### src/rtl/i2cs_pkg.sv
package i2cs_pkg;
  typedef enum logic [2:0] {
    ST_IDLE,
    ST_ADDR,
    ST_SUB,
    ST_WR,
    ST_RD
  } i2cs_state_e;
endpackage

### src/rtl/i2cs_line_mon.sv
module i2cs_line_mon #(
  parameter int SYNC_STAGES = 2
) (
  input  logic clk,
  input  logic rst_n,
  input  logic scl_i,
  input  logic sda_i,
  output logic scl_s,
  output logic sda_s,
  output logic scl_rise,
  output logic scl_fall,
  output logic start_det,
  output logic stop_det
);
  logic [1:0] raw;
  logic [1:0] synced;
  logic [1:0] prev_q;

  assign raw = {sda_i, scl_i};

  for (genvar g = 0; g < 2; g++) begin : g_line
    logic [SYNC_STAGES-1:0] pipe_q;
    always_ff @(posedge clk or negedge rst_n) begin
      if (!rst_n) pipe_q <= '1;
      else        pipe_q <= {pipe_q[SYNC_STAGES-2:0], raw[g]};
    end
    assign synced[g] = pipe_q[SYNC_STAGES-1];
  end

  always_ff @(posedge clk or negedge rst_n) begin
    if (!rst_n) prev_q <= 2'b11;
    else        prev_q <= synced;
  end

  assign scl_s     = synced[0];
  assign sda_s     = synced[1];
  assign scl_rise  = synced[0] & ~prev_q[0];
  assign scl_fall  = ~synced[0] & prev_q[0];
  // SDA edges while SCL stays high mark bus conditions
  assign start_det = synced[0] & prev_q[0] & prev_q[1] & ~synced[1];
  assign stop_det  = synced[0] & prev_q[0] & ~prev_q[1] & synced[1];
endmodule

### src/rtl/i2cs_regfile.sv
module i2cs_regfile #(
  parameter int          NUM_REGS  = 16,
  parameter int          ADDR_W    = 4,
  parameter logic [7:0]  PWR_RESET = 8'h12
) (
  input  logic              clk,
  input  logic              rst_n,
  input  logic              wr_en,
  input  logic [ADDR_W-1:0] wr_addr,
  input  logic [7:0]        wr_data,
  input  logic [ADDR_W-1:0] rd_addr,
  output logic [7:0]        rd_data,
  output logic [7:0]        pwr_reg
);
  logic [NUM_REGS-1:0][7:0] regs;

  for (genvar g = 0; g < NUM_REGS; g++) begin : g_reg
    localparam logic [7:0] RST_VAL = (g == 0) ? PWR_RESET : 8'h00;
    logic [7:0] val_q;
    always_ff @(posedge clk or negedge rst_n) begin
      if (!rst_n)                                     val_q <= RST_VAL;
      else if (wr_en && wr_addr == ADDR_W'(g))        val_q <= wr_data;
    end
    assign regs[g] = val_q;
  end

  assign rd_data = regs[rd_addr];
  assign pwr_reg = regs[0];
endmodule

### src/rtl/i2cs_engine.sv
module i2cs_engine
  import i2cs_pkg::*;
#(
  parameter int NUM_REGS = 16,
  parameter int ADDR_W   = 4,
  parameter int PTR_W    = 5
) (
  input  logic              clk,
  input  logic              rst_n,
  input  logic              scl_rise,
  input  logic              scl_fall,
  input  logic              start_det,
  input  logic              stop_det,
  input  logic              sda_s,
  input  logic [6:0]        dev_addr,
  input  logic [7:0]        rd_data,
  output logic              sda_oe,
  output logic              wr_en,
  output logic [ADDR_W-1:0] wr_addr,
  output logic [7:0]        wr_data,
  output logic [ADDR_W-1:0] rd_addr,
  output i2cs_state_e       state,
  output logic [PTR_W-1:0]  ptr
);
  localparam logic [PTR_W-1:0]  PTR_END  = PTR_W'(NUM_REGS);
  localparam logic [PTR_W-1:0]  PTR_LAST = PTR_W'(NUM_REGS - 1);
  localparam logic [ADDR_W-1:0] ADR_LAST = ADDR_W'(NUM_REGS - 1);

  i2cs_state_e       state_q;
  logic [3:0]        bitcnt_q;   // SCL rises counted within a byte, 9 = ack clock seen
  logic [7:0]        shift_q;
  logic [7:0]        tx_q;
  logic              rw_q;
  logic              oe_q;
  logic              wr_en_q;
  logic [ADDR_W-1:0] wr_addr_q;
  logic [7:0]        wr_data_q;
  logic [PTR_W-1:0]  ptr_q;

  // Past-end pointer reads the last register
  assign rd_addr = (ptr_q >= PTR_LAST) ? ADR_LAST : ptr_q[ADDR_W-1:0];

  always_ff @(posedge clk or negedge rst_n) begin
    if (!rst_n) begin
      state_q   <= ST_IDLE;
      bitcnt_q  <= '0;
      shift_q   <= '0;
      tx_q      <= '0;
      rw_q      <= 1'b0;
      oe_q      <= 1'b0;
      wr_en_q   <= 1'b0;
      wr_addr_q <= '0;
      wr_data_q <= '0;
      ptr_q     <= '0;
    end else begin
      wr_en_q <= 1'b0;
      if (stop_det) begin
        state_q  <= ST_IDLE;
        oe_q     <= 1'b0;
        bitcnt_q <= '0;
      end else if (start_det) begin
        state_q  <= ST_ADDR;
        oe_q     <= 1'b0;
        bitcnt_q <= '0;
      end else if (state_q != ST_IDLE) begin
        if (scl_rise) begin
          if (bitcnt_q < 4'd8) begin
            shift_q  <= {shift_q[6:0], sda_s};
            bitcnt_q <= bitcnt_q + 4'd1;
          end else if (bitcnt_q == 4'd8) begin
            if (state_q == ST_RD && sda_s) begin
              state_q <= ST_IDLE;                 // master declined more data
            end else begin
              if (state_q == ST_RD && ptr_q < PTR_LAST) ptr_q <= ptr_q + 1'b1;
              bitcnt_q <= 4'd9;
            end
          end
        end else if (scl_fall) begin
          if (bitcnt_q == 4'd8) begin
            unique case (state_q)
              ST_ADDR: begin
                if (shift_q[7:1] == dev_addr) begin
                  oe_q <= 1'b1;
                  rw_q <= shift_q[0];
                end else begin
                  state_q <= ST_IDLE;
                end
              end
              ST_SUB: begin
                if (int'(shift_q) < NUM_REGS) begin
                  ptr_q <= PTR_W'(shift_q);
                  oe_q  <= 1'b1;
                end else begin
                  state_q <= ST_IDLE;
                end
              end
              ST_WR: begin
                if (ptr_q < PTR_END) begin
                  wr_en_q   <= 1'b1;
                  wr_addr_q <= ptr_q[ADDR_W-1:0];
                  wr_data_q <= shift_q;
                  ptr_q     <= ptr_q + 1'b1;
                  oe_q      <= 1'b1;
                end else begin
                  state_q <= ST_IDLE;
                end
              end
              ST_RD:   oe_q <= 1'b0;
              default: oe_q <= 1'b0;
            endcase
          end else if (bitcnt_q == 4'd9) begin
            bitcnt_q <= '0;
            unique case (state_q)
              ST_ADDR: begin
                if (rw_q) begin
                  state_q <= ST_RD;
                  tx_q    <= rd_data;
                  oe_q    <= ~rd_data[7];
                end else begin
                  state_q <= ST_SUB;
                  oe_q    <= 1'b0;
                end
              end
              ST_SUB: begin
                state_q <= ST_WR;
                oe_q    <= 1'b0;
              end
              ST_RD: begin
                tx_q <= rd_data;
                oe_q <= ~rd_data[7];
              end
              default: oe_q <= 1'b0;
            endcase
          end else if (state_q == ST_RD && bitcnt_q != 4'd0) begin
            oe_q <= ~tx_q[3'(4'd7 - bitcnt_q)];
          end
        end
      end
    end
  end

  assign sda_oe  = oe_q;
  assign wr_en   = wr_en_q;
  assign wr_addr = wr_addr_q;
  assign wr_data = wr_data_q;
  assign state   = state_q;
  assign ptr     = ptr_q;
endmodule

### src/rtl/i2c_regmap_slave.sv
module i2c_regmap_slave
  import i2cs_pkg::*;
#(
  parameter int         NUM_REGS    = 16,
  parameter int         NUM_DAC     = 3,
  parameter int         SYNC_STAGES = 2,
  parameter logic [6:0] BASE_ADDR   = 7'h6A,
  parameter logic [7:0] PWR_RESET   = 8'h12
) (
  input  logic               clk,
  input  logic               rst_n,
  input  logic               scl_i,
  input  logic               sda_i,
  output logic               sda_oe,
  input  logic               addr_strap,
  output logic               sleep_en,
  output logic               pll_pd,
  output logic [NUM_DAC-1:0] dac_en
);
  localparam int ADDR_W = $clog2(NUM_REGS);
  localparam int PTR_W  = $clog2(NUM_REGS + 1);

  logic              scl_s, sda_s, scl_rise, scl_fall, start_det, stop_det;
  logic              wr_en;
  logic [ADDR_W-1:0] wr_addr, rd_addr;
  logic [7:0]        wr_data, rd_data, pwr_reg;
  i2cs_state_e       state;
  logic [PTR_W-1:0]  ptr;
  logic [6:0]        dev_addr;

  assign dev_addr = {BASE_ADDR[6:1], addr_strap};

  i2cs_line_mon #(.SYNC_STAGES(SYNC_STAGES)) u_mon (
    .clk(clk), .rst_n(rst_n), .scl_i(scl_i), .sda_i(sda_i),
    .scl_s(scl_s), .sda_s(sda_s), .scl_rise(scl_rise), .scl_fall(scl_fall),
    .start_det(start_det), .stop_det(stop_det)
  );

  i2cs_engine #(.NUM_REGS(NUM_REGS), .ADDR_W(ADDR_W), .PTR_W(PTR_W)) u_eng (
    .clk(clk), .rst_n(rst_n), .scl_rise(scl_rise), .scl_fall(scl_fall),
    .start_det(start_det), .stop_det(stop_det), .sda_s(sda_s),
    .dev_addr(dev_addr), .rd_data(rd_data), .sda_oe(sda_oe),
    .wr_en(wr_en), .wr_addr(wr_addr), .wr_data(wr_data), .rd_addr(rd_addr),
    .state(state), .ptr(ptr)
  );

  i2cs_regfile #(.NUM_REGS(NUM_REGS), .ADDR_W(ADDR_W), .PWR_RESET(PWR_RESET)) u_rf (
    .clk(clk), .rst_n(rst_n), .wr_en(wr_en), .wr_addr(wr_addr),
    .wr_data(wr_data), .rd_addr(rd_addr), .rd_data(rd_data), .pwr_reg(pwr_reg)
  );

  assign sleep_en = pwr_reg[0];
  assign pll_pd   = pwr_reg[1];
  assign dac_en   = pwr_reg[2 +: NUM_DAC];
endmodule

### config.mk
export PLATFORM = sky130hd
export DESIGN_NAME = i2c_regmap_slave
export DESIGN_NICKNAME = d
export VERILOG_FILES = /design/src/rtl/i2cs_pkg.sv /design/src/rtl/i2cs_line_mon.sv /design/src/rtl/i2cs_regfile.sv /design/src/rtl/i2cs_engine.sv /design/src/rtl/i2c_regmap_slave.sv
export SDC_FILE = /design/constraint.sdc
export NUM_CORES = 1
export LEC_CHECK = 0
export BUFFER_PORTS_ARGS = -buffer_cell sky130_fd_sc_hd__buf_2
export CAP_MARGIN = 20
export CORE_ASPECT_RATIO = 1.25
export CORE_UTILIZATION = 50
export DETAILED_ROUTE_END_ITERATION = 8
export GPL_TIMING_DRIVEN = 0
export PLACE_DENSITY = 0.66
export SKIP_CTS_REPAIR_TIMING = 1
export SLEW_MARGIN = 15
export SYNTH_ARGS = -nofsm -noshare
export SYNTH_HDL_FRONTEND = slang
export SYNTH_HIERARCHICAL = 1
export SYNTH_SLANG_ARGS = --single-unit
### constraint.sdc
create_clock -name clk -period 4.94 [get_ports clk]
set_input_delay 0.247 -clock clk [delete_from_list [all_inputs] [get_ports clk]]
set_output_delay 0.247 -clock clk [all_outputs]
set_load 0.01 [all_outputs]
# [Word-level counts from Yosys, hierarchy flattened]
# Index checks and enable logic that the tools add are counted.
[op_classes] div_mod_pow=0 eq_ne=41 n_shift=0 muxes=65 addsub=3 multipliers=0 reduce_logical=41 n_bitwise=17 order_cmp=7
[ops] cell="5-bit 2-to-1 mux" n=9
[ops] cell="4-bit 2-to-1 mux" n=11
[ops] cell="3-bit 2-to-1 mux" n=14
[ops] cell="4-bit equality test (second input constant)" n=10
[ops] cell="8-bit binary-select mux with 4-bit select" n=1
[ops] cell="11-bit AND reduction" n=2
[ops] cell="1-bit 2-to-1 mux" n=21
[ops] cell="1-bit logical AND" n=19
[ops] cell="6-bit inequality test (second input constant)" n=3
[ops] cell="4-bit by 3-bit equality test with 1-bit output (second input constant)" n=4
[ops] cell="8-bit 2-to-1 mux" n=2
[ops] cell="8-bit one-hot mux with 2 select lines" n=1
[ops] cell="8-bit AND reduction" n=2
[ops] cell="4-bit nonzero test" n=4
[ops] cell="5-bit inequality test (second input constant)" n=3
[ops] cell="3-bit nonzero test" n=4
[ops] cell="1-bit inverter" n=10
[ops] cell="5-bit one-hot mux with 2 select lines" n=1
[ops] cell="5-bit nonzero test" n=2
[ops] cell="3-bit one-hot mux with 3 select lines" n=1
[ops] cell="9-bit AND reduction" n=1
[ops] cell="4-bit by 2-bit equality test with 1-bit output (second input constant)" n=2
[ops] cell="8-bit by 5-bit < comparator with 1-bit output (second input constant)" n=1
[ops] cell="4-bit by 1-bit inequality test with 1-bit output (second input constant)" n=2
[ops] cell="other kinds (32)" n=44
[word_totals] inputBits=5 ramBits=0 memories=0 output_inout_bits=6 latchBits=0 wordCells=203 rom_bits=0 regBits=177

# [Logic depth before layout (Yosys ltp)]
# Gate-level depths: netlist of the first run.
[depth] word_depth=14 ltp_mapped=12 ltp_nobuf=11

# [Cells and area by module]
# Netlist of the first run, hierarchy kept.
[by_module_without_submodules] module="i2cs_regfile" seq_area_each_um2=3205.6 cells_per_inst=364 n_inst=1 area_per_inst_um2=5793.1
[by_module_without_submodules] module="i2cs_engine" seq_area_each_um2=1076.0 cells_per_inst=207 n_inst=1 area_per_inst_um2=2329.7
[by_module_without_submodules] module="i2cs_line_mon" seq_area_each_um2=157.7 cells_per_inst=10 n_inst=1 area_per_inst_um2=190.2
[by_module_without_submodules] module="i2c_regmap_slave" seq_area_each_um2=0.0 cells_per_inst=2 n_inst=1 area_per_inst_um2=7.5

# [Worst setup path before layout of the first run]
# Ideal clock, no wire load.
[synth_timing] kind="register to register" from="reg u_eng.ptr_q[0], in the netlist u_eng/ptr[0]" to="reg u_eng.oe_q, in the netlist u_eng/sda_oe" stages_incl_launch_ff=13 arrival_ns=2.651 path_slack_ns=2.225 period_less_slack_ns=2.715 required_time_ns=4.875 setup_time_ns=0.065 path_buffers=1 path_cell_list="dfrtp_1 -> ha_1 -> and3_1 -> ha_1 -> or3_1 -> clkbuf_1 -> mux4_2 -> a22oi_1 -> nand2_1 -> o21ai_0 -> nand4_1 -> o31ai_1 -> mux2_2"
[synth_between] elab_chain_cells=14 word_cells_on_any_way=17 cone_classes="order compare: 2; eq/ne: 1; mux: 12; bitwise: 1; reduce/logical: 1"
[synth_lines] item="from (decl)" line_no="i2cs_engine.sv:38" text="logic [PTR_W-1:0] ptr_q;"
[synth_lines] item="from (signal assigned)" line_no="i2cs_engine.sv:74" text="if (state_q == ST_RD && ptr_q < PTR_LAST) ptr_q <= ptr_q + 1'b1;"
[synth_lines] item="from (signal assigned)" line_no="i2cs_engine.sv:91" text="ptr_q <= PTR_W'(shift_q);"
[synth_lines] item="from (signal assigned)" line_no="i2cs_engine.sv:102" text="ptr_q <= ptr_q + 1'b1;"
[synth_lines] item="5-bit by 4-bit >= comparator with 1-bit output (*)" line_no="i2cs_engine.sv:41" text="assign rd_addr = (ptr_q >= PTR_LAST) ? ADR_LAST : ptr_q[ADDR_W-1:0];"
[synth_lines] item="4-bit 2-to-1 mux (*)" line_no="i2cs_engine.sv:41"
[synth_lines] item="via rd_addr[1]" line_no="i2c_regmap_slave.sv:25" text="logic [ADDR_W-1:0] wr_addr, rd_addr;"
[synth_lines] item="8-bit binary-select mux with 4-bit select (*)" line_no="i2cs_regfile.sv:27" text="assign rd_data = regs[rd_addr];"
[synth_lines] item="8-bit 2-to-1 mux (implied by the code) (*)" line_no="i2cs_regfile.sv:27"
[synth_lines] item="via rd_data[7]" line_no="i2c_regmap_slave.sv:26" text="logic [7:0] wr_data, rd_data, pwr_reg;"
[synth_lines] item="1-bit inverter (*)" line_no="i2cs_engine.sv:118, i2cs_engine.sv:130"
[synth_lines] item="1-bit 2-to-1 mux" line_no="i2cs_engine.sv:115" text="if (rw_q) begin"
[synth_lines] item="1-bit one-hot mux with 2 select lines (*)" line_no="i2cs_engine.sv:113" text="unique case (state_q)"
[synth_lines] item="1-bit 2-to-1 mux (*)" line_no="i2cs_engine.sv:111" text="end else if (bitcnt_q == 4'd9) begin"
[synth_lines] item="1-bit 2-to-1 mux (*)" line_no="i2cs_engine.sv:79" text="if (bitcnt_q == 4'd8) begin"
[synth_lines] item="1-bit 2-to-1 mux (*)" line_no="i2cs_engine.sv:78" text="end else if (scl_fall) begin"
[synth_lines] item="1-bit 2-to-1 mux (*)" line_no="i2cs_engine.sv:66" text="if (scl_rise) begin"
[synth_lines] item="1-bit 2-to-1 mux (*)" line_no="i2cs_engine.sv:65" text="end else if (state_q != ST_IDLE) begin"
[synth_lines] item="1-bit 2-to-1 mux (*)" line_no="i2cs_engine.sv:61" text="end else if (start_det) begin"
[synth_lines] item="1-bit 2-to-1 mux (*)" line_no="i2cs_engine.sv:57" text="if (stop_det) begin"
[synth_lines] item="to (signal assigned)" line_no="i2cs_engine.sv:118" text="oe_q <= ~rd_data[7];"
[synth_lines] item="to (signal assigned)" line_no="i2cs_engine.sv:130" text="oe_q <= ~rd_data[7];"
[synth_lines] item="to (signal assigned)" line_no="i2cs_engine.sv:135" text="oe_q <= ~tx_q[3'(4'd7 - bitcnt_q)];"
[synth_lines] item="to (decl)" line_no="i2cs_engine.sv:34" text="logic oe_q;"
# The timed path passes the listed nets; every way through them passes the cells marked *. The select of a mux whose other input is x is not followed.
# A chain may end at the register's enable or synchronous reset.

# [Worst setup path after layout of the first run]
[layout_timing] from="reg u_eng.ptr_q[1], in the netlist u_eng/ptr[1]" to="reg u_eng.oe_q, in the netlist u_eng/sda_oe"
[layout_between] elab_chain_cells=14 word_cells_on_any_way=17 cone_classes="order compare: 2; eq/ne: 1; mux: 12; bitwise: 1; reduce/logical: 1"
[layout_lines] item="5-bit by 4-bit >= comparator with 1-bit output" line_no="i2cs_engine.sv:41"
[layout_lines] item="4-bit 2-to-1 mux (*)" line_no="i2cs_engine.sv:41"
[layout_lines] item="via rd_addr[1]" line_no="i2c_regmap_slave.sv:25"
[layout_lines] item="8-bit binary-select mux with 4-bit select (*)" line_no="i2cs_regfile.sv:27"
[layout_lines] item="8-bit 2-to-1 mux (implied by the code) (*)" line_no="i2cs_regfile.sv:27"
[layout_lines] item="via rd_data[7]" line_no="i2c_regmap_slave.sv:26"
[layout_lines] item="1-bit inverter (*)" line_no="i2cs_engine.sv:118, i2cs_engine.sv:130"
[layout_lines] item="1-bit 2-to-1 mux" line_no="i2cs_engine.sv:115"
[layout_lines] item="1-bit one-hot mux with 2 select lines (*)" line_no="i2cs_engine.sv:113"
[layout_lines] item="1-bit 2-to-1 mux (*)" line_no="i2cs_engine.sv:111"
[layout_lines] item="1-bit 2-to-1 mux (*)" line_no="i2cs_engine.sv:79"
[layout_lines] item="1-bit 2-to-1 mux (*)" line_no="i2cs_engine.sv:78"
[layout_lines] item="1-bit 2-to-1 mux (*)" line_no="i2cs_engine.sv:66"
[layout_lines] item="1-bit 2-to-1 mux (*)" line_no="i2cs_engine.sv:65"
[layout_lines] item="1-bit 2-to-1 mux (*)" line_no="i2cs_engine.sv:61"
[layout_lines] item="1-bit 2-to-1 mux (*)" line_no="i2cs_engine.sv:57"
# Marks and branches as above.

==> impl_metrics.ini, run 1 <==
[synthesis]
syn_avg_cell_area_um2 = 14.27
synth_xor_area_share_pct = 0.8421
synth_compound_area_share_pct = 5.113
synth_edf_count = 0
synth_flop_cell = dfrtp_1
synthAdderAreaFrac_pct = 0.7519
synthMuxAreaShare_pct = 30.98
yosys.area_share.simple_pct = 6.932
ys_seq_area_share_pct = 53.35
syn_inst = 583
syn_area_um2 = 8320
ys_async_sr_fraction_pct = 100.0
ys_types = 53
ys_ff_latch = 177
synth_top_family_by_area = multiplexers
yosys_warnings = 6

[finish]
antenna_cells = 0
fin_cells = 849
largest_reg_flops = 120
utilization_pct = 57.72
syn2layout_area_growth_pct = 12.83
drive_gt1_share_pct = 39.34
largest_register = u_rf/g.val_q
finalNetCount = 630

[pwr]
finalPower_uw = 3355
vdd_drop_max_mv = 0.2534
power_density_nw_per_um2 = 357.4
leakage_uw = 0.004407

[place]
preCtsSetupSlack_ns = 1.456
dp.cells = 814
port_buffers = 10
place.gp.congestion = 0.8725
place_hpwl_mm = 12.90

[clock_tree]
clk_pin_slew_worst_paths_ns = 0.07
clk_path_buf_depth = 2
clkSinkCount = 177
cts_buffers = 17
cts_root_buffer = clkbuf_16
worst_skew_pair.late_latency_ns = 0.42
cts_tree = done
cts.htree.levels = 4

[run]
maxCapViolCount = 0

[sta]
fmax_ghz = 0.2855
setup_viol = 0
slew_headroom_pct = 41.52
fin_crit_ns = 3.503
period_share_pct = 70.92
tightestPinTransition_ns = 0.8705
fin_setup_tns_ns = 0
fin_skew_ns = 0.01075
rsz0062_at_grt = false
fin_ws_ns = 1.437
slew_violations = 0
hold_violations = 0

[die]
die_w_um = 117.4
initial_core_util_pct = 51.15
pin_count = 11
die_height_um = 146.2
core_um2 = 16270
die-area_um2 = 17160
rows = 52

[critical_path]
crit_fanout = 10
cp.arrival_ns = 3.86
r2r_slack_ns = 1.44
critical_path.endpoint_type = register
crit_path_start_kind = register
r2r_start = u_eng/ptr[1]
crit_required_ns = 5.30
r2r_end = u_eng/sda_oe
crit_type = register to register
reg2reg_depth = 12

[global_route]
antenna_found_initial = 0
grt_pass1_vias = 5498
grt_pass1_wl_mm = 30.04
track_usage_pct = 23.11
overflow = 0
grt_max_degree = 95

[hold_path]
hold_start = u_mon/g_line[1].pipe_q[0]
whs_path_depth = 0
hp-class = register to register
whs_endpoint = u_mon/g_line[1].pipe_q[1]

[drt]
drtAntennaViolNets = 0
vias = 5015
routed_wl_mm = 18.22
dr.pass1.iters = 4
viasPerCell = 5.907
drcViolationCount = 0
wl_per_cell_um = 21.46
drtIter0Drc = 223

[outcome]
status = finished clean
## per-stage QoR
stage / cell area, µm² / hold slack [ns]
final: 9388 / 0.3612
after global routing: 9388 / 0.3683
after CTS: 9358 / -0.1631
after detailed placement: 8693 / 0.2904
after global placement: 8656 / 0.3491
after floorplan: 8335 / -0.04859
## where the power goes
group	total [µW]	leakage (µW)	switching [µW]	internal (µW)
Clock	1500	0.000327	575	926
Combinational	275	0.00165	148	127
Sequential	1580	0.00243	80.8	1500
Total	3350	0.00441	803	2550
## routing by layer
layer / part of all wire, % / wire (µm) / global-route usage (%)
met1: 42 / 7622 / 27.79
met2: 53 / 9648 / 41.36
met3: 2.9 / 520 / 3.555
met4: 2.3 / 427 / 9.351
met5: 0 / 0 / 0
## critical path, cell delays in order, from the launching register on
cell      delay [ns]
dfrtp_1         0.45
ha_1            0.23
and3_1          0.18
ha_1            0.20
or3_1           0.30
clkbuf_1        0.67
mux4_2          0.41
a22oi_1         0.22
nand2_1         0.16
o21ai_0         0.19
nand4_1         0.12
o31ai_1         0.12
mux2_2          0.19
## final cells by class
class / instances / area [µm²]
clock inverter: 13 / 221.5
tap: 216 / 270.3
inverter: 4 / 15.01
multi-input combinational: 374 / 3735
fill: 1319 / 6878
clock buffer: 19 / 442.9
sequential: 177 / 4439
timing repair buffer: 14 / 117.6
buffer: 32 / 146.4
## cells in the final DEF (no fill, tap or decap), types with 14 or more instances in the layout
master,n
a22oi_1,18
nor2_1,14
clkbuf_1,17
clkbuf_16,17
mux4_2,34
dfrtp_1,169
mux2_2,133
mux2_1,27
buf_2,21
nand2_1,22
## synth_stat cells (6+ instances only)
cell type  instances  area, µm²
nand2b_1           8      50.05
dfstp_2            8      210.2
dfrtp_1          169       4229
clkbuf_1          16      60.06
mux2_2           133       1498
a21oi_1            7      35.03
or3_1              6      37.54
o21ai_0           11      55.05
nor2b_1            8      50.05
nor2_1            14      52.55
nor3_1             8      40.04
mux4_2            34      765.7
mux2_1            27      304.0
nor2_2             9      56.30
nand2_1           22      82.58
a22oi_1           18      135.1
buf_2             12      60.06
## cells by family (layout without fill, tap and decap cells)
group,Yosys count,count (layout)
AO/OA/AOI/OAI,57,57
XOR/XNOR,8,8
adder cells (fa/ha/maj),5,5
buffers and inverters,36,82
flip-flops,177,177
multiplexers,195,195
other,2,6
AND/OR/NAND/NOR,103,103
## worst max path at each step
stage / to / start / cells past startpoint / slack (ns)
CTS: u_eng/sda_oe / u_eng/ptr[1] / 12 / 1.44
detailed placement: u_eng/sda_oe / u_eng/ptr[0] / 12 / 1.46
global placement: u_rf/g_reg[6].val_q[6] / rst_n / 1 / 1.04
global route: u_eng/sda_oe / u_eng/ptr[1] / 12 / 1.22
finish: u_eng/sda_oe / u_eng/ptr[1] / 12 / 1.44
floorplan: u_eng/sda_oe / u_eng/ptr[0] / 12 / 2.22
(Power assumes the default switching activity.)
==> inputs of run 2 (changes only) <==
--- a/config.mk
+++ b/config.mk
@@ -5,6 +5,7 @@
 export SDC_FILE = /design/constraint.sdc
 export NUM_CORES = 1
 export LEC_CHECK = 0
+export ABC_AREA = 1
 export BUFFER_PORTS_ARGS = -buffer_cell sky130_fd_sc_hd__buf_2
 export CAP_MARGIN = 20
 export CORE_ASPECT_RATIO = 1.25
==> constraint.sdc (replaced) <==
create_clock -name clk -period 3.5 [get_ports clk]
set_input_delay 0.175 -clock clk [delete_from_list [all_inputs] [get_ports clk]]
set_output_delay 0.175 -clock clk [all_outputs]
set_load 0.01 [all_outputs]
==> run 2 against run 1 <==
Worst setup slack got worse by 1.2 ns; sequential power increased by 32%; count of clock-buffer cells in the layout decreased by 1; first-iteration DRC count increased to 2.6 times the previous value; highest routed layer unchanged.
==> impl_metrics.ini, run 2 <==
[outcome]
status = finished clean

[drt]
wl_per_cell_um = 17.58
drcViolationCount = 0
dr.pass1.iters = 5
routed_wl_mm = 26.00
drtAntennaViolNets = 0
drtIter0Drc = 581
viasPerCell = 5.276
vias = 7803

[critical_path]
cp_top_family = simple AND/OR/NAND/NOR gates
critical_path.max_stage_delay_ns = 0.46
crit_fanout = 10
cp_common_cell = nand2_1
cp.arrival_ns = 3.63
crit_required_ns = 3.87
crit_path_start_kind = register
crit_type = register to register
slowest_stage = clkbuf_1
crit_buf_inv = 4
critical_path.endpoint_type = register
worstPathCellList = ha_1 -> nand2_1 -> nor2_1 -> ha_1 -> nor2_1 -> nand2_1 -> buf_2 -> inv_1 -> clkbuf_1 -> nand3_1 -> nand3_1 -> nand2_1 -> inv_1 -> nand4_1 -> nand3_1 -> nand4_1 -> nand2_1 -> nand3_1 -> nand2_1

[sta]
rsz0062_at_grt = false
finalHoldWorstSlack_ns = 0.3215
fin_setup_tns_ns = 0
period_share_pct = 93.07
fin_skew_ns = 0.008281
slew_headroom_pct = 47.64
slew_violations = 0
fmax_ghz = 0.3070
tightestPinTransition_ns = 0.7854
fin_crit_ns = 3.258
hold_violations = 0
setup_viol = 0

[die]
die_height_um = 151.9
pin_count = 11
rows = 54
initial_core_util_pct = 51.34
die_w_um = 121.9
core_um2 = 17500
die-area_um2 = 18510

[finish]
largest_reg_flops = 120
final_cell_mix = 428 x nand2_1, 169 x dfrtp_1, 157 x inv_1
antenna_cells = 0
fin_cells = 1479
mostFrequentLayoutCell = nand2_1
finalNetCount = 1252
largest_register = u_rf/g.val_q
drive_gt1_share_pct = 9.004
fillers = 1653
syn2layout_area_growth_pct = 11.62

[pwr]
power_density_nw_per_um2 = 416.2
vdd_drop_max_mv = 0.3217
leakage_uw = 0.004741
finalPower_uw = 4173

[synthesis]
synthMuxAreaShare_pct = 0
yosysMostFrequentCell = nand2_1
synth_flop_cell = dfrtp_1
ys_types = 33
yosys-top-cells-count = 428 x nand2_1, 169 x dfrtp_1, 157 x inv_1, 139 x o21ai_0, 125 x nand3_1
synthAdderAreaFrac_pct = 0.6964
synth_compound_area_share_pct = 11.00
yosys_warnings = 6
synth_top_area_cell = dfrtp_1
ys_seq_area_share_pct = 49.42
yosys.area_share.simple_pct = 27.91
ys_ff_latch = 177
syn_area_um2 = 8984
synth_edf_count = 0
ys_async_sr_fraction_pct = 100.0
syn_inst = 1199
syn_avg_cell_area_um2 = 7.493
synth.area.top_cells = dfrtp_1 47%, nand2_1 18%, o21ai_0 7.7%, nand3_1 7.0%, inv_1 6.6%
synth_top_family_by_area = simple AND/OR/NAND/NOR gates
yosysTopAreaCellShare_pct = 47.08
synth_xor_area_share_pct = 0.09749

[hold_path]
hp-class = primary input to async pin

[place]
dp.cells = 1444
place_hpwl_mm = 18.67
port_buffers = 10
place.gp.congestion = 0.9457

[global_route]
track_usage_pct = 29.91
antenna_found_initial = 0
grt_pass1_vias = 7675
overflow = 0
grt_pass1_wl_mm = 41.39
grt_max_degree = 99

[clock_tree]
cts.htree.levels = 4
clk_pin_slew_worst_paths_ns = 0.07
clk_path_buf_depth = 2
worst_skew_pair.late_latency_ns = 0.43
cts_tree = done
cts_root_buffer = clkbuf_16
cts_buffers = 17
clkSinkCount = 177

[run]
maxCapViolCount = 0
==> run 2: path summary, 6_finish.rpt <==
check,from,end,slack (ns),cells after the start
max in group asynchronous,rst_n,u_mon/g_line[1].pipe_q[0],2.28,3
min,rst_n,u_rf/g_reg[5].val_q[4],0.32,2
min reg2reg,u_mon/g_line[1].pipe_q[0],u_mon/g_line[1].pipe_q[1],0.36,0
max reg2reg,u_eng/ptr[0],u_eng/sda_oe,0.24,19
max,u_eng/ptr[0],u_eng/sda_oe,0.24,19
min in group clk,addr_strap,u_eng/rw_q,0.35,7
==> run 2: final cells by class <==
cell class / instances / area (µm²) / share of cell area (%)
timing repair buffer: 14 / 117.6 / 1.173
buffer: 53 / 345.3 / 3.444
clock buffer: 18 / 429.2 / 4.280
sequential: 177 / 4439 / 44.27
inverter: 166 / 624.3 / 6.227
multi-input combinational: 813 / 3612 / 36.02
tap: 224 / 280.3 / 2.795
clock inverter: 14 / 178.9 / 1.784
==> run 2: through the flow <==
stage               worst slack, ns  area (µm²)  util (%)
finish                       0.2424       10030     57.30
global route                 0.1016       10030     57.30
CTS                          0.3279        9997     57.13
detailed placement           0.3531        9389     53.65
global placement            -0.6274        9351     53.44
floorplan                     1.084        9021         -
==> run 2: cells by family after synthesis <==
| group | Yosys count |
|---|---|
| simple gates | 606 |
| buf+inv | 219 |
| compound gates | 189 |
| flops | 177 |
| fa+ha+maj | 5 |
| other cells | 2 |
| xor+xnor | 1 |
==> run 2: where the power goes <==
group / switching (µW) / leakage (µW) / total [µW] / internal (µW)
Combinational: 96.8 / 0.00202 / 132 / 35.6
Sequential: 13.8 / 0.00244 / 2080 / 2060
Clock: 833 / 0.000281 / 1970 / 1130
==> run 2: metal layers <==
| metal | share of wire (%) | track usage, % | wire (µm) | vias up |
|---|---|---|---|---|
| met2 | 50 | 50.12 | 13050 | 223 |
| met1 | 42 | 37.96 | 10950 | 3697 |
| met4 | 3.4 | 13.40 | 890 | 0 |
| met3 | 4.3 | 4.167 | 1112 | 49 |
| met5 | 0 | 0 | 0 | - |
| li1 | - | - | - | 3834 |
==> inputs of run 3 (changes only) <==
--- a/config.mk
+++ b/config.mk
@@ -5,7 +5,6 @@
 export SDC_FILE = /design/constraint.sdc
 export NUM_CORES = 1
 export LEC_CHECK = 0
-export ABC_AREA = 1
 export BUFFER_PORTS_ARGS = -buffer_cell sky130_fd_sc_hd__buf_2
 export CAP_MARGIN = 20
 export CORE_ASPECT_RATIO = 1.25
==> run 3 against run 2 <==
Sequential power grew 7%; count of clock-buffer cells in the layout grew 1; via count shrank 36%; cell count shrank 43%; design area shrank 6.3%; wire length shrank 30%; non-clock buffer count shrank 21; largest cell class unchanged; die area shrank 7.3%; critical path depth shrank 8; utilization grew 0.44 points; combinational power grew to 2.9 times the previous value.
==> impl_metrics.ini, run 3 (synthesis results as in run 1) <==
[outcome]
status = finished clean

[global_route]
antenna_found_initial = 0
grt_max_degree = 95
grt_pass1_wl_mm = 30.04
grt_pass1_vias = 5498
track_usage_pct = 23.11
overflow = 0

[sta]
slew_headroom_pct = 42.11
setup_viol = 0
hold_violations = 0
slew_violations = 0
fmax_ghz = 0.2993
fin_crit_ns = 3.341
fin_skew_ns = 0.01070
tightestPinTransition_ns = 0.8617
finalHoldWorstSlack_ns = 0.3460
rsz0062_at_grt = false
period_share_pct = 95.45

[place]
port_buffers = 10
place.gp.congestion = 0.8725
place_area_um2 = 8693
place_hpwl_mm = 12.90

[clock_tree]
clkSinkCount = 177
cts_tree = done
worst_skew_pair.late_latency_ns = 0.42
clk_path_buf_depth = 2
cts.htree.levels = 4
cts_root_buffer = clkbuf_16
clk_pin_slew_worst_paths_ns = 0.07
cts_buffers = 17

[drt]
drtAntennaViolNets = 0
met1_length_mm = 7.598
drcViolationCount = 0
drtIter0Drc = 221
dr.pass1.iters = 4
top_layer = met4
wl_met2_mm = 9.671
viasPerCell = 5.887
vias = 4998
met3_length_um = 455
routed_wl_mm = 18.18
wl_per_cell_um = 21.41

[critical_path]
crit_fanout = 8
worstPathCellList = ha_1 -> and3_1 -> ha_1 -> or3_1 -> nor2_1 -> a22oi_1 -> nand2_1 -> o21ai_0 -> nand4_1 -> o31ai_1 -> mux2_2
cp_common_cell = ha_1
critical_path.endpoint_type = register
crit_path_start_kind = register
critical_path.max_stage_delay_ns = 0.70
slowest_stage = nor2_1
crit_type = register to register
cp.arrival_ns = 3.64
crit_required_ns = 3.80

[die]
die_w_um = 117.4
die_height_um = 146.2
pin_count = 11
die-area_um2 = 17160
initial_core_util_pct = 51.15
core_um2 = 16270
rows = 52

[pwr]
vdd_drop_max_mv = 0.3580
leakage_uw = 0.004419
power_density_nw_per_um2 = 504.0

[finish]
fillers = 1320
largest_reg_flops = 120
syn2layout_area_growth_pct = 12.87
antenna_cells = 0
drive_gt1_share_pct = 39.81
finalNetCount = 630
largest_register = u_rf/g.val_q
final_area_um2 = 9392
mostFrequentLayoutCell = dfrtp_1
final_cell_mix = 169 x dfrtp_1, 133 x mux2_2, 34 x mux4_2

[hold_path]
hp-class = primary input to async pin

[run]
maxCapViolCount = 0
-- run 3: cell type report --
| cell class | count | area [µm²] | area share, % |
|---|---|---|---|
| inverters | 4 | 15.01 | 0.1599 |
| plain buffers | 32 | 150.1 | 1.599 |
| clock inverters | 13 | 221.5 | 2.358 |
| repair buffers | 14 | 117.6 | 1.252 |
| flip-flops and latches | 177 | 4439 | 47.27 |
| clock buffers | 19 | 442.9 | 4.716 |
| multi-input cells | 374 | 3735 | 39.77 |
| well taps | 216 | 270.3 | 2.878 |
-- run 3: per-stage QoR --
stage               util, %  std cells   TNS [ns]  worst slack, ns  total power [µW]
floorplan                 -        587          0           0.7845              2512
global placement      53.22        813     -52.05          -0.3245              2645
detailed placement    53.45        814          0          0.01578              2661
CTS                   57.53        846  -0.003821        -0.003821              4784
global route          57.74        849          0         0.005450              4927
finish                57.74        849          0           0.1594              4734
-- run 3: worst paths after layout --
check / end / slack [ns] / cells after the start / from
max: u_eng/sda_oe / 0.16 / 11 / u_eng/ptr[0]
min in group clk: u_mon/g_line[1].pipe_q[1] / 0.36 / 0 / u_mon/g_line[1].pipe_q[0]
max reg2reg: u_eng/sda_oe / 0.16 / 11 / u_eng/ptr[0]
min reg2reg: u_mon/g_line[1].pipe_q[1] / 0.36 / 0 / u_mon/g_line[1].pipe_q[0]
max in group asynchronous: u_rf/pwr_reg[4] / 2.29 / 3 / rst_n
min: u_eng/rw_q / 0.35 / 2 / rst_n
-- run 3: per-layer routing --
metal	vias to the layer above	global-route usage, %
li1	2238	-
met1	2637	27.79
met2	95	41.36
met3	28	3.555
met4	0	9.351
met5	-	0
-- run 3: worst max-delay path, delay by kind of cell, from the launching register on --
kind / cells / cell delay [ns]
AO/OA/AOI/OAI: 3 / 0.45
flip-flops: 1 / 0.45
adder cells (fa/ha/maj): 2 / 0.47
multiplexers: 1 / 0.26
AND/OR/NAND/NOR: 5 / 1.61
-- run 3: where the power goes --
part / internal (µW) / total [µW] / switching, µW
sequential: 2120 / 2230 / 114
clock: 1310 / 2120 / 809
combinational: 180 / 389 / 210
total: 3600 / 4730 / 1130
